File: config.mk
export PLATFORM = sky130hd
export DESIGN_NAME = vio_regfile
export DESIGN_NICKNAME = d
export VERILOG_FILES = /design/src/rtl/vio_pkg.sv /design/src/rtl/vio_feat.sv /design/src/rtl/vio_queues.sv /design/src/rtl/vio_isr.sv /design/src/rtl/vio_regfile.sv
export SDC_FILE = /design/constraint.sdc
export NUM_CORES = 1
export LEC_CHECK = 0
export ABC_AREA = 1
export CAP_MARGIN = 10
export CORE_ASPECT_RATIO = 0.9
export CORE_UTILIZATION = 58
export CTS_CLUSTER_SIZE = 24
export DETAILED_ROUTE_END_ITERATION = 10
export GPL_ROUTABILITY_DRIVEN = 0
export PLACE_DENSITY_LB_ADDON = 0.25
export SETUP_SLACK_MARGIN = 0.5
export SLEW_MARGIN = 20
export SYNTH_ARGS = -nofsm -noshare
export SYNTH_HDL_FRONTEND = slang
export SYNTH_SLANG_ARGS = --single-unit
File: constraint.sdc
create_clock -name clk -period 5.4 [get_ports clk]
set_clock_uncertainty 0.2 [all_clocks]
set_input_delay 0.81 -clock clk [delete_from_list [all_inputs] [get_ports clk]]
set_output_delay 0.81 -clock clk [all_outputs]
set_load 0.01 [all_outputs]
File: src/rtl/vio_pkg.sv
`timescale 1ns/1ps
// Shared offsets and bit positions for the register front end.
// Assumes an 8-bit window offset; wider windows zero-extend these.
package vio_pkg;
    localparam logic [7:0] OFF_HOSTF  = 8'h00;
    localparam logic [7:0] OFF_GUESTF = 8'h04;
    localparam logic [7:0] OFF_QPAGE  = 8'h08;
    localparam logic [7:0] OFF_QSIZE  = 8'h0C;
    localparam logic [7:0] OFF_QSEL   = 8'h0E;
    localparam logic [7:0] OFF_NOTIFY = 8'h10;
    localparam logic [7:0] OFF_STATUS = 8'h12;
    localparam logic [7:0] OFF_ISR    = 8'h13;
    localparam logic [7:0] OFF_CFG    = 8'h14;
    localparam int BIT_DRV_OK = 2;
    localparam int BIT_EMPTY  = 24;
    localparam int BIT_BADF   = 30;
endpackage

File: src/rtl/vio_feat.sv
`timescale 1ns/1ps
// Accepted-feature register with fallback negotiation.
// Assumes MIN_FEAT is a subset of HOST_FEAT.
module vio_feat #(
    parameter logic [31:0] HOST_FEAT = 32'h0000_8025,
    parameter logic [31:0] MIN_FEAT  = 32'h0000_0001
) (
    input  logic        clk,
    input  logic        rst_n,
    input  logic        soft_rst,
    input  logic        wr_stb,
    input  logic [31:0] wdata,
    output logic [31:0] guest_feat
);
    import vio_pkg::*;
    localparam logic [31:0] OFFER = HOST_FEAT | (32'd1 << BIT_EMPTY);

    logic [31:0] next_feat;

    // Choose the value to store for a feature write.
    always_comb begin
        if (wdata[BIT_BADF])            next_feat = MIN_FEAT;
        else if ((wdata & ~OFFER) != 0) next_feat = OFFER;
        else                            next_feat = wdata;
    end

    // Hold the accepted features.
    always_ff @(posedge clk) begin
        if (!rst_n || soft_rst) guest_feat <= '0;
        else if (wr_stb)        guest_feat <= next_feat;
    end

    // accepted features never leave the offered set.
    a_r3_subset: assert property (@(posedge clk) disable iff (!rst_n)
        (guest_feat & ~OFFER) == 32'd0);
    // a write carrying the failure marker lands on the minimal set.
    a_r2_fallback: assert property (@(posedge clk) disable iff (!rst_n)
        (wr_stb && !soft_rst && wdata[BIT_BADF]) |=> guest_feat == MIN_FEAT);
endmodule

File: src/rtl/vio_queues.sv
`timescale 1ns/1ps
// Queue selector, per-queue page numbers and notify gating.
// Assumes the descriptor base is the page number shifted by PAGE_SHIFT.
module vio_queues #(
    parameter int NQ         = 3,
    parameter int PAGE_SHIFT = 12,
    localparam int SEL_W     = (NQ > 1) ? $clog2(NQ) : 1
) (
    input  logic          clk,
    input  logic          rst_n,
    input  logic          soft_rst,
    input  logic          sel_wr,
    input  logic          page_wr,
    input  logic          notify_wr,
    input  logic [31:0]   wdata,
    output logic [15:0]   sel,
    output logic [31:0]   sel_page,
    output logic [NQ-1:0] notify_pulse
);
    localparam int BASE_W = 32 + PAGE_SHIFT;

    logic [31:0]     page [NQ];
    logic [NQ-1:0]   live;
    logic [SEL_W-1:0] sel_i;

    assign sel_i    = sel[SEL_W-1:0];
    assign sel_page = page[sel_i];

    // Update the selector only with an in-range queue index.
    always_ff @(posedge clk) begin
        if (!rst_n || soft_rst) sel <= '0;
        else if (sel_wr && wdata[15:0] < 16'(NQ)) sel <= wdata[15:0];
    end

    for (genvar q = 0; q < NQ; q++) begin : g_q
        logic [BASE_W-1:0] desc_base;
        assign desc_base = {page[q], {PAGE_SHIFT{1'b0}}};
        assign live[q]   = desc_base != '0;

        // Store this queue's page when it is selected.
        always_ff @(posedge clk) begin
            if (!rst_n || soft_rst) page[q] <= '0;
            else if (page_wr && sel_i == SEL_W'(q)) page[q] <= wdata;
        end

        // Kick this queue when the index matches and it has memory.
        always_ff @(posedge clk) begin
            if (!rst_n) notify_pulse[q] <= 1'b0;
            else notify_pulse[q] <= notify_wr && wdata[15:0] == 16'(q) && live[q];
        end
    end

    // at most one queue is kicked per cycle.
    a_r8_one_kick: assert property (@(posedge clk) disable iff (!rst_n)
        $onehot0(notify_pulse));
    // the selector stays within the queue count.
    a_r4_sel_range: assert property (@(posedge clk) disable iff (!rst_n)
        sel < 16'(NQ));
endmodule

File: src/rtl/vio_isr.sv
`timescale 1ns/1ps
// Interrupt cause byte and line; a read clears both.
// Assumes a raise in the same cycle as a clearing read survives the read.
module vio_isr (
    input  logic       clk,
    input  logic       rst_n,
    input  logic       soft_rst,
    input  logic       raise,
    input  logic [7:0] cause,
    input  logic       rd_clr,
    output logic [7:0] isr,
    output logic       irq
);
    // Accumulate causes and clear on read or device reset.
    always_ff @(posedge clk) begin
        if (!rst_n || soft_rst) begin
            isr <= '0;
            irq <= 1'b0;
        end else if (rd_clr) begin
            isr <= raise ? cause : 8'd0;
            irq <= raise && cause != 0;
        end else if (raise && cause != 0) begin
            isr <= isr | cause;
            irq <= 1'b1;
        end
    end

    // a read with no new cause leaves the byte and line clear.
    a_r9_read_clears: assert property (@(posedge clk) disable iff (!rst_n)
        (rd_clr && !raise) |=> (isr == 8'd0 && !irq));
    // the line is only high with a cause pending.
    a_r9_line_has_cause: assert property (@(posedge clk) disable iff (!rst_n)
        irq |-> isr != 8'd0);
endmodule

File: src/rtl/vio_regfile.sv
`timescale 1ns/1ps
// Register front end: decodes the window, holds status, muxes reads,
// forwards configuration accesses and issues reset and ready pulses.
// Assumes one access per cycle and read data consumed one cycle later.
module vio_regfile #(
    parameter int          NQ        = 3,
    parameter int          ADDR_W    = 8,
    parameter int          QSIZE     = 256,
    parameter logic [31:0] HOST_FEAT = 32'h0000_8025,
    parameter logic [31:0] MIN_FEAT  = 32'h0000_0001
) (
    input  logic              clk,
    input  logic              rst_n,
    input  logic              wr_en,
    input  logic              rd_en,
    input  logic [ADDR_W-1:0] addr,
    input  logic [31:0]       wdata,
    output logic [31:0]       rd_data,
    input  logic              irq_raise,
    input  logic [7:0]        irq_cause,
    output logic              irq,
    output logic              reset_pulse,
    output logic              ready_pulse,
    output logic [NQ-1:0]     notify_pulse,
    output logic              cfg_rd,
    output logic              cfg_wr,
    output logic [ADDR_W-1:0] cfg_off,
    output logic [31:0]       cfg_wdata,
    input  logic [31:0]       cfg_rdata
);
    import vio_pkg::*;
    localparam logic [31:0] HOST_READ = HOST_FEAT | (32'd1 << BIT_EMPTY) | (32'd1 << BIT_BADF);

    logic        hit_gf, hit_pg, hit_sel, hit_ntf, hit_st, hit_isr, in_cfg;
    logic        soft_rst;
    logic [7:0]  status, isr;
    logic [31:0] guest_feat, sel_page;
    logic [15:0] sel;

    // Decode the offset into register hits.
    always_comb begin
        hit_gf  = addr == ADDR_W'(OFF_GUESTF);
        hit_pg  = addr == ADDR_W'(OFF_QPAGE);
        hit_sel = addr == ADDR_W'(OFF_QSEL);
        hit_ntf = addr == ADDR_W'(OFF_NOTIFY);
        hit_st  = addr == ADDR_W'(OFF_STATUS);
        hit_isr = addr == ADDR_W'(OFF_ISR);
        in_cfg  = addr >= ADDR_W'(OFF_CFG);
    end

    assign soft_rst  = wr_en && ((hit_st && wdata[7:0] == 8'd0) || (hit_pg && wdata == 32'd0));
    assign cfg_rd    = rd_en && in_cfg;
    assign cfg_wr    = wr_en && in_cfg;
    assign cfg_off   = addr - ADDR_W'(OFF_CFG);
    assign cfg_wdata = wdata;

    vio_feat #(.HOST_FEAT(HOST_FEAT), .MIN_FEAT(MIN_FEAT)) u_feat (
        .clk, .rst_n, .soft_rst,
        .wr_stb(wr_en && hit_gf), .wdata, .guest_feat
    );

    vio_queues #(.NQ(NQ)) u_q (
        .clk, .rst_n, .soft_rst,
        .sel_wr(wr_en && hit_sel), .page_wr(wr_en && hit_pg),
        .notify_wr(wr_en && hit_ntf), .wdata,
        .sel, .sel_page, .notify_pulse
    );

    vio_isr u_isr (
        .clk, .rst_n, .soft_rst,
        .raise(irq_raise), .cause(irq_cause),
        .rd_clr(rd_en && hit_isr), .isr, .irq
    );

    // Hold the status byte; zero is a reset rather than a store.
    always_ff @(posedge clk) begin
        if (!rst_n || soft_rst) status <= '0;
        else if (wr_en && hit_st) status <= wdata[7:0];
    end

    // Issue reset and ready pulses one cycle after the write.
    always_ff @(posedge clk) begin
        if (!rst_n) begin
            reset_pulse <= 1'b0;
            ready_pulse <= 1'b0;
        end else begin
            reset_pulse <= soft_rst;
            ready_pulse <= wr_en && hit_st && wdata[7:0] != 8'd0
                           && wdata[BIT_DRV_OK] && !status[BIT_DRV_OK];
        end
    end

    // Register the read data for the addressed offset.
    always_ff @(posedge clk) begin
        if (!rst_n) rd_data <= '0;
        else if (rd_en) begin
            if (in_cfg)                              rd_data <= cfg_rdata;
            else if (addr == ADDR_W'(OFF_HOSTF))     rd_data <= HOST_READ;
            else if (hit_gf)                         rd_data <= guest_feat;
            else if (hit_pg)                         rd_data <= sel_page;
            else if (addr == ADDR_W'(OFF_QSIZE))     rd_data <= 32'(QSIZE);
            else if (hit_sel)                        rd_data <= {16'd0, sel};
            else if (hit_st)                         rd_data <= {24'd0, status};
            else if (hit_isr)                        rd_data <= {24'd0, isr};
            else                                     rd_data <= '1;
        end
    end

    // a ready pulse only follows a status holding the operational bit.
    a_r7_ready_bit: assert property (@(posedge clk) disable iff (!rst_n)
        ready_pulse |-> status[BIT_DRV_OK]);
    // a reset pulse coincides with cleared status and features.
    a_r6_reset_clears: assert property (@(posedge clk) disable iff (!rst_n)
        reset_pulse |-> (status == 8'd0 && guest_feat == 32'd0 && sel == 16'd0));
    // configuration strobes never fire below the configuration start.
    a_r11_cfg_range: assert property (@(posedge clk) disable iff (!rst_n)
        (cfg_rd || cfg_wr) |-> addr >= ADDR_W'(OFF_CFG));
endmodule

==> run summary, run 1 <==
Hold Fails Final Rpt = 0
Worst Path Required = 4.39 ns
Syn nets = 1307
Sequential share of the synthesized area = 49.7%
# H-tree levels = 4
Layout cell share with drive strength beyond 1 = 7.95%
Fmax = 249 MHz
Top cell type's share of synthesized area = 29.0%
Crit Path Max Fanout = 4
Yosys cell types = 38
Synth Instances = 1217
Yosys warning total = 0
Setup crit start kind = input pin
Yosys top cell by area = edfxtp_1
Routed wire length per instance = 17.3 µm
Initial antenna violation count = 0
Post-route ant nets = 0
DRC viols = 0
Post-CTS Setup Inserts = 0
CTS buffer count = 17
Rows = 45
Hold_ws = 0.237 ns
Routed WL = 26700 µm
Max-slew headroom = 29.0%
Hold WC Path Type = reg2reg
Core Region = 16800 µm²
Clock share of power = 39.8%
Initial DRT Pass Iterations = 6
Clock transition at path regs = 0.07 ns
Final net count = 1411
Most common cell after layout, fill and taps aside = nand2_1
Ant. Diodes = 0
Gr usage total = 30.9%
Cell Int Power = 2.53 mW
Post-route clock period utilization = 74.5%
Cts hold-fix bufs = 0
CTS tree = built
Initial core utilization = 59.1%
Psw = 0.770 mW
Die extent in x = 140 µm
CTS Sinks = 199
Largest net degree at the start of global routing = 61
Worst R2R Path Depth = 9
CTS max path bufs = 2
End of the critical path = cfg_rd
Data arrival time of the worst path = 3.01 ns
Critical Path End Type = output pin
DR iter-0 viols = 896
Boundary Pins = 165
Chip height = 126 µm
CP Launch Point = addr[2]
# resized after CTS = 0
Pwr Total = 3.30 mW
Setup TNS Final = 0 ns
Power Density = 276 nW/µm²
R2R setup slack = 2.83 ns
DR vias = 8727
Worst vdd ir = 0.254 mV
Max-Cap Viols = 0
Fillers = 1307
Global-route wire length before repair = 42000 µm
Synthesis-to-finish area growth = 20.2%
Status = finished clean
Detail Placement HPWL = 18800 µm
Congestion Overflow GR = 0
Seq cells post-synth = 199
Worst-Skew Late Latency = 0.44 ns
Util after Layout = 71.1%
Full die area = 17700 µm²
Seq pwr share = 50.1%
Number of global-route vias before repair = 7924
Dominant cells by area after synthesis = edfxtp_1 29%, dfxtp_1 21%, nand2_1 8.6%, inv_1 5.9%, nor2_1 5.8%
Mapped Avg Cell Area = 8.18 µm²
Most frequent cells in the layout = 228 x nand2_1, 164 x clkdlybuf4s50_1, 157 x inv_1, 154 x nor2_1, 103 x dfxtp_1
R2r endpoint = rd_data[15]$_SDFFE_PN0P_
Port bufs = 164
Routed vias/inst = 5.65
CTS root buf = clkbuf_16
Synthesized area = 9950 µm²
RSZ-0062 raised after global routing = no
Least-Margin Pin Slew = 1.06 ns
Gate power share = 10.1%
Slew Viols, Final = 0
# setup viols final = 0
Final min period = 4.02 ns
Sw Share = 23.4%
Leak = 4.79 nW
WS Path Type = in2out
synth_stat cells (all sizes together):
cell and number:
ha 5, clkinv 2, xnor2 1, nor4 21, o21a 8, a41oi 1, xor2 3, a21oi 85
nor2 165, nand3 65, inv 161, o21ai 56, o211ai 33, nor3 59, or2 10, edfxtp 96
dfxtp 103, buf 63, nand4 19, clkbuf 25, nand2 236
per-stage QoR:
stage                     worst slack (ns)  std cells  area [µm²]
after floorplan                       2.39       1217        9950
after global placement                1.37       1513       11400
final                                 1.38       1545       12000
after global routing                  1.29       1545       12000
after CTS                             1.39       1545       12000
after detailed placement              1.22       1513       11400
power by group through the flow:
stage | registers [mW] | clock network [mW] | logic (mW)
after floorplan | 1.69 | 0 | 0.165
after global placement | 1.68 | 0 | 0.325
after detailed placement | 1.68 | 0 | 0.329
after CTS | 1.65 | 1.32 | 0.332
after global routing | 1.66 | 1.38 | 0.361
final | 1.65 | 1.31 | 0.333
cells by family (layout without fill, tap and decap cells):
group	after synthesis	after routing	share of synthesized area (%)
AOI/OAI and AO/OA	183	183	10.7
xor gates and xnor gates	4	4	0.352
adders and majority gates	5	5	0.629
buffers and inverters	251	368	11.9
DFF	199	199	49.7
and+or+nand+nor	575	575	26.7
flip-flops by register name, summed over array words and instances, names as in the netlist, named ones only:
| signal | flops |
|---|---|
| u_q.page | 96 |
| rd_data | 32 |
| u_feat.guest_feat | 31 |
| u_q.sel | 16 |
| status | 8 |
| u_isr.isr | 8 |
| u_q.notify_pulse | 3 |
| ready_pulse | 1 |
| reset_pulse | 1 |
| u_isr.irq | 1 |
layout make-up:
type	instances	area [µm²]	share of cell area [%]
clock inverter	8	81.3	0.680
inverter	163	612	5.11
multi-input combinational	767	3820	31.9
tap	211	264	2.21
timing repair buffer	173	1710	14.3
clock buffer	24	534	4.46
sequential	199	4940	41.3
metal layers:
layer  up-vias  track usage [%]  part of all wire (%)
li1       4167                -                     -
met1      4010             42.0                    42
met2       466             48.1                    45
met3        84             5.67                   9.5
met4         0             14.4                   3.6
met5         -                0                     0
critical path, stage by stage:
cell and delay, ns:
clkdlybuf4s50_1 0.54, inv_1 0.12, ha_1 0.25, o21ai_2 0.25
nor2_1 0.08, o21ai_1 0.20, nand2_1 0.12, inv_2 0.11
clkdlybuf4s50_1 0.54
how the worst min path moves through the flow:
stage | from | end | slack [ns] | cells past startpoint
floorplan | u_feat.guest_feat[11]$_SDFFE_PP0P_ | u_feat.guest_feat[11]$_SDFFE_PP0P_ | 0.22 | 2
global placement | u_feat.guest_feat[11]$_SDFFE_PP0P_ | u_feat.guest_feat[11]$_SDFFE_PP0P_ | 0.22 | 2
detailed placement | u_feat.guest_feat[11]$_SDFFE_PP0P_ | u_feat.guest_feat[11]$_SDFFE_PP0P_ | 0.23 | 2
CTS | u_feat.guest_feat[11]$_SDFFE_PP0P_ | u_feat.guest_feat[11]$_SDFFE_PP0P_ | 0.24 | 2
global route | u_feat.guest_feat[14]$_SDFFE_PP0P_ | u_feat.guest_feat[14]$_SDFFE_PP0P_ | 0.26 | 2
finish | u_feat.guest_feat[11]$_SDFFE_PP0P_ | u_feat.guest_feat[11]$_SDFFE_PP0P_ | 0.24 | 2
Power figures use the tool's default switching activity.
==> run 2, diff against run 1 <==
--- a/config.mk
+++ b/config.mk
@@ -8,7 +8,7 @@
 export ABC_AREA = 1
 export CAP_MARGIN = 10
 export CORE_ASPECT_RATIO = 0.9
-export CORE_UTILIZATION = 58
+export CORE_UTILIZATION = 49
 export CTS_CLUSTER_SIZE = 24
 export DETAILED_ROUTE_END_ITERATION = 10
 export GPL_ROUTABILITY_DRIVEN = 0
==> constraint.sdc (replaced) <==
create_clock -name clk -period 3.2 [get_ports clk]
set_clock_uncertainty 0.2 [all_clocks]
set_input_delay 0.48 -clock clk [delete_from_list [all_inputs] [get_ports clk]]
set_output_delay 0.48 -clock clk [all_outputs]
set_load 0.01 [all_outputs]
==> run 2 against run 1 <==
The flow now finishes with violations (DRC). Core utilization shrank 9.3 points. Total power grew 67%. Sequential share of layout area shrank 1.2 points. Register-to-register slack lost 1.8 ns. Sequential power grew 69%.
==> run summary, run 2 (synthesis results as in run 1) <==
Routed WL = 26600 µm
Die extent in x = 152 µm
Register with the most flip-flops = u_q.page
Initial core utilization = 49.9%
Post-route ant nets = 0
Setup crit start kind = input pin
Max-slew headroom = 32.9%
Worst path top cell family by delay = buffers and inverters
Synthesis-to-finish area growth = 23.7%
Power Density = 447 nW/µm²
Hold WC Path Type = reg2reg
Worst R2R Path Depth = 8
Final min period = 2.64 ns
Most common cell after layout, fill and taps aside = nand2_1
CTS buffer count = 17
CTS max path bufs = 2
RSZ-0062 raised after global routing = no
Core Region = 19900 µm²
Post-route clock period utilization = 82.5%
Routed wire length per instance = 16.5 µm
# setup viols final = 0
Hold Crit Start = u_feat.guest_feat[14]$_SDFFE_PP0P_
Crit Path Max Fanout = 2
Hold_ws = 0.235 ns
DR iter-0 viols = 710
Full die area = 20900 µm²
Setup TNS Final = 0 ns
Routed vias/inst = 5.32
DR vias = 8598
WS Path Type = in2out
CTS tree = built
Critical Path End Type = output pin
Detail Placement HPWL = 18800 µm
Hold Fails Final Rpt = 0
Initial DRT Pass Iterations = 8
Worst vdd ir = 0.370 mV
Boundary Pins = 165
Fmax = 379 MHz
Data arrival time of the worst path = 1.96 ns
# H-tree levels = 4
Worst path max stage delay = 0.56 ns
Gr usage total = 26.1%
Fillers = 1748
Number of global-route vias before repair = 7956
Port bufs = 164
Chip height = 137 µm
Congestion Overflow GR = 0
Layout cell share with drive strength beyond 1 = 10.3%
Ant. Diodes = 0
Cell Chain, Critical Path = clkdlybuf4s50_1, inv_1, ha_1, xnor2_1, clkdlybuf4s50_1
Largest net degree at the start of global routing = 57
Worst-Skew Late Latency = 0.44 ns
Most frequent cells in the layout = 228 x nand2_1, 159 x clkdlybuf4s50_1, 158 x inv_1, 152 x nor2_1, 103 x dfxtp_1
R2R setup slack = 1.00 ns
Crit path max-delay cell type = clkdlybuf4s50_1
Clock transition at path regs = 0.07 ns
CTS root buf = clkbuf_16
Max-Cap Viols = 0
Worst hold path stage count = 2
Cts hold-fix bufs = 0
Hold Path End = u_feat.guest_feat[14]$_SDFFE_PP0P_
Rows = 49
Leak = 4.97 nW
Worst Path Required = 2.52 ns
WP buf/inv = 3
Global-route wire length before repair = 42100 µm
Max FFs per register = 96
Failing checks = DRC
Most used cell, CP = clkdlybuf4s50_1
CTS Sinks = 199
Top Registers = u_q.page x96, rd_data x32, u_feat.guest_feat x31
R2r endpoint = rd_data[8]$_SDFFE_PN0P_
Final net count = 1439
DRC viols = 13
Slew Viols, Final = 0
Initial antenna violation count = 0
Least-Margin Pin Slew = 1.00 ns
Status = finished with violations
==> run 2: how the worst max path moves through the flow <==
stage / cells after the start / endpoint / start
after floorplan: 10 / u_q.page[0][0]$_SDFFCE_PN0P_ / addr[2]
after global placement: 9 / cfg_rd / addr[3]
after detailed placement: 9 / cfg_rd / addr[2]
after CTS: 9 / cfg_rd / addr[2]
after global routing: 7 / cfg_off[6] / addr[2]
final: 5 / cfg_off[4] / addr[2]
==> run 2: power breakdown <==
part           total [mW]  internal, mW  switching (mW)
Combinational       0.580         0.279           0.301
Sequential           2.79          2.74          0.0417
Clock                2.14          1.17           0.967
==> run 2: timing repair <==
item                                    CTS  global route
setup buffers                             0             0
pin swaps                                 1             1
endpoints found under the setup margin    5            31
resized for setup                         8             8
==> run 2: cell type report <==
cell class              count  area [µm²]  area share, %
flip-flops and latches    199        4940           40.2
multi-input cells         767        3840           31.2
repair buffers            201        2010           16.3
inverters                 163         612           4.97
clock buffers              20         478           3.88
well taps                 255         319           2.59
clock inverters            12         109          0.884
==> run 2: through the flow <==
stage	utilization (%)	area (µm²)	std cells	power, mW	setup WS (ns)
final	61.8	12300	1617	5.51	0.559
after global routing	61.8	12300	1617	5.69	0.508
after CTS	61.8	12300	1617	5.53	0.478
after detailed placement	58.8	11700	1585	3.42	0.0773
after global placement	58.8	11700	1585	3.41	0.0723
after floorplan	-	9950	1217	3.12	0.523
==> run 2: routing by layer <==
layer | part of all wire, % | wire, µm | up-vias | GRT usage (%)
li1 | - | - | 4236 | -
met3 | 8.6 | 2300 | 43 | 5.28
met5 | 0 | 0 | - | 0
met1 | 44 | 11800 | 3971 | 35.9
met4 | 1.9 | 506 | 0 | 8.79
met2 | 45 | 12000 | 348 | 41.4
==> run 2: tightest hold or removal path, cell delays in order, from the launching register on <==
cell and delay [ns]:
dfxtp_1 0.31, inv_1 0.04, nor3_1 0.04
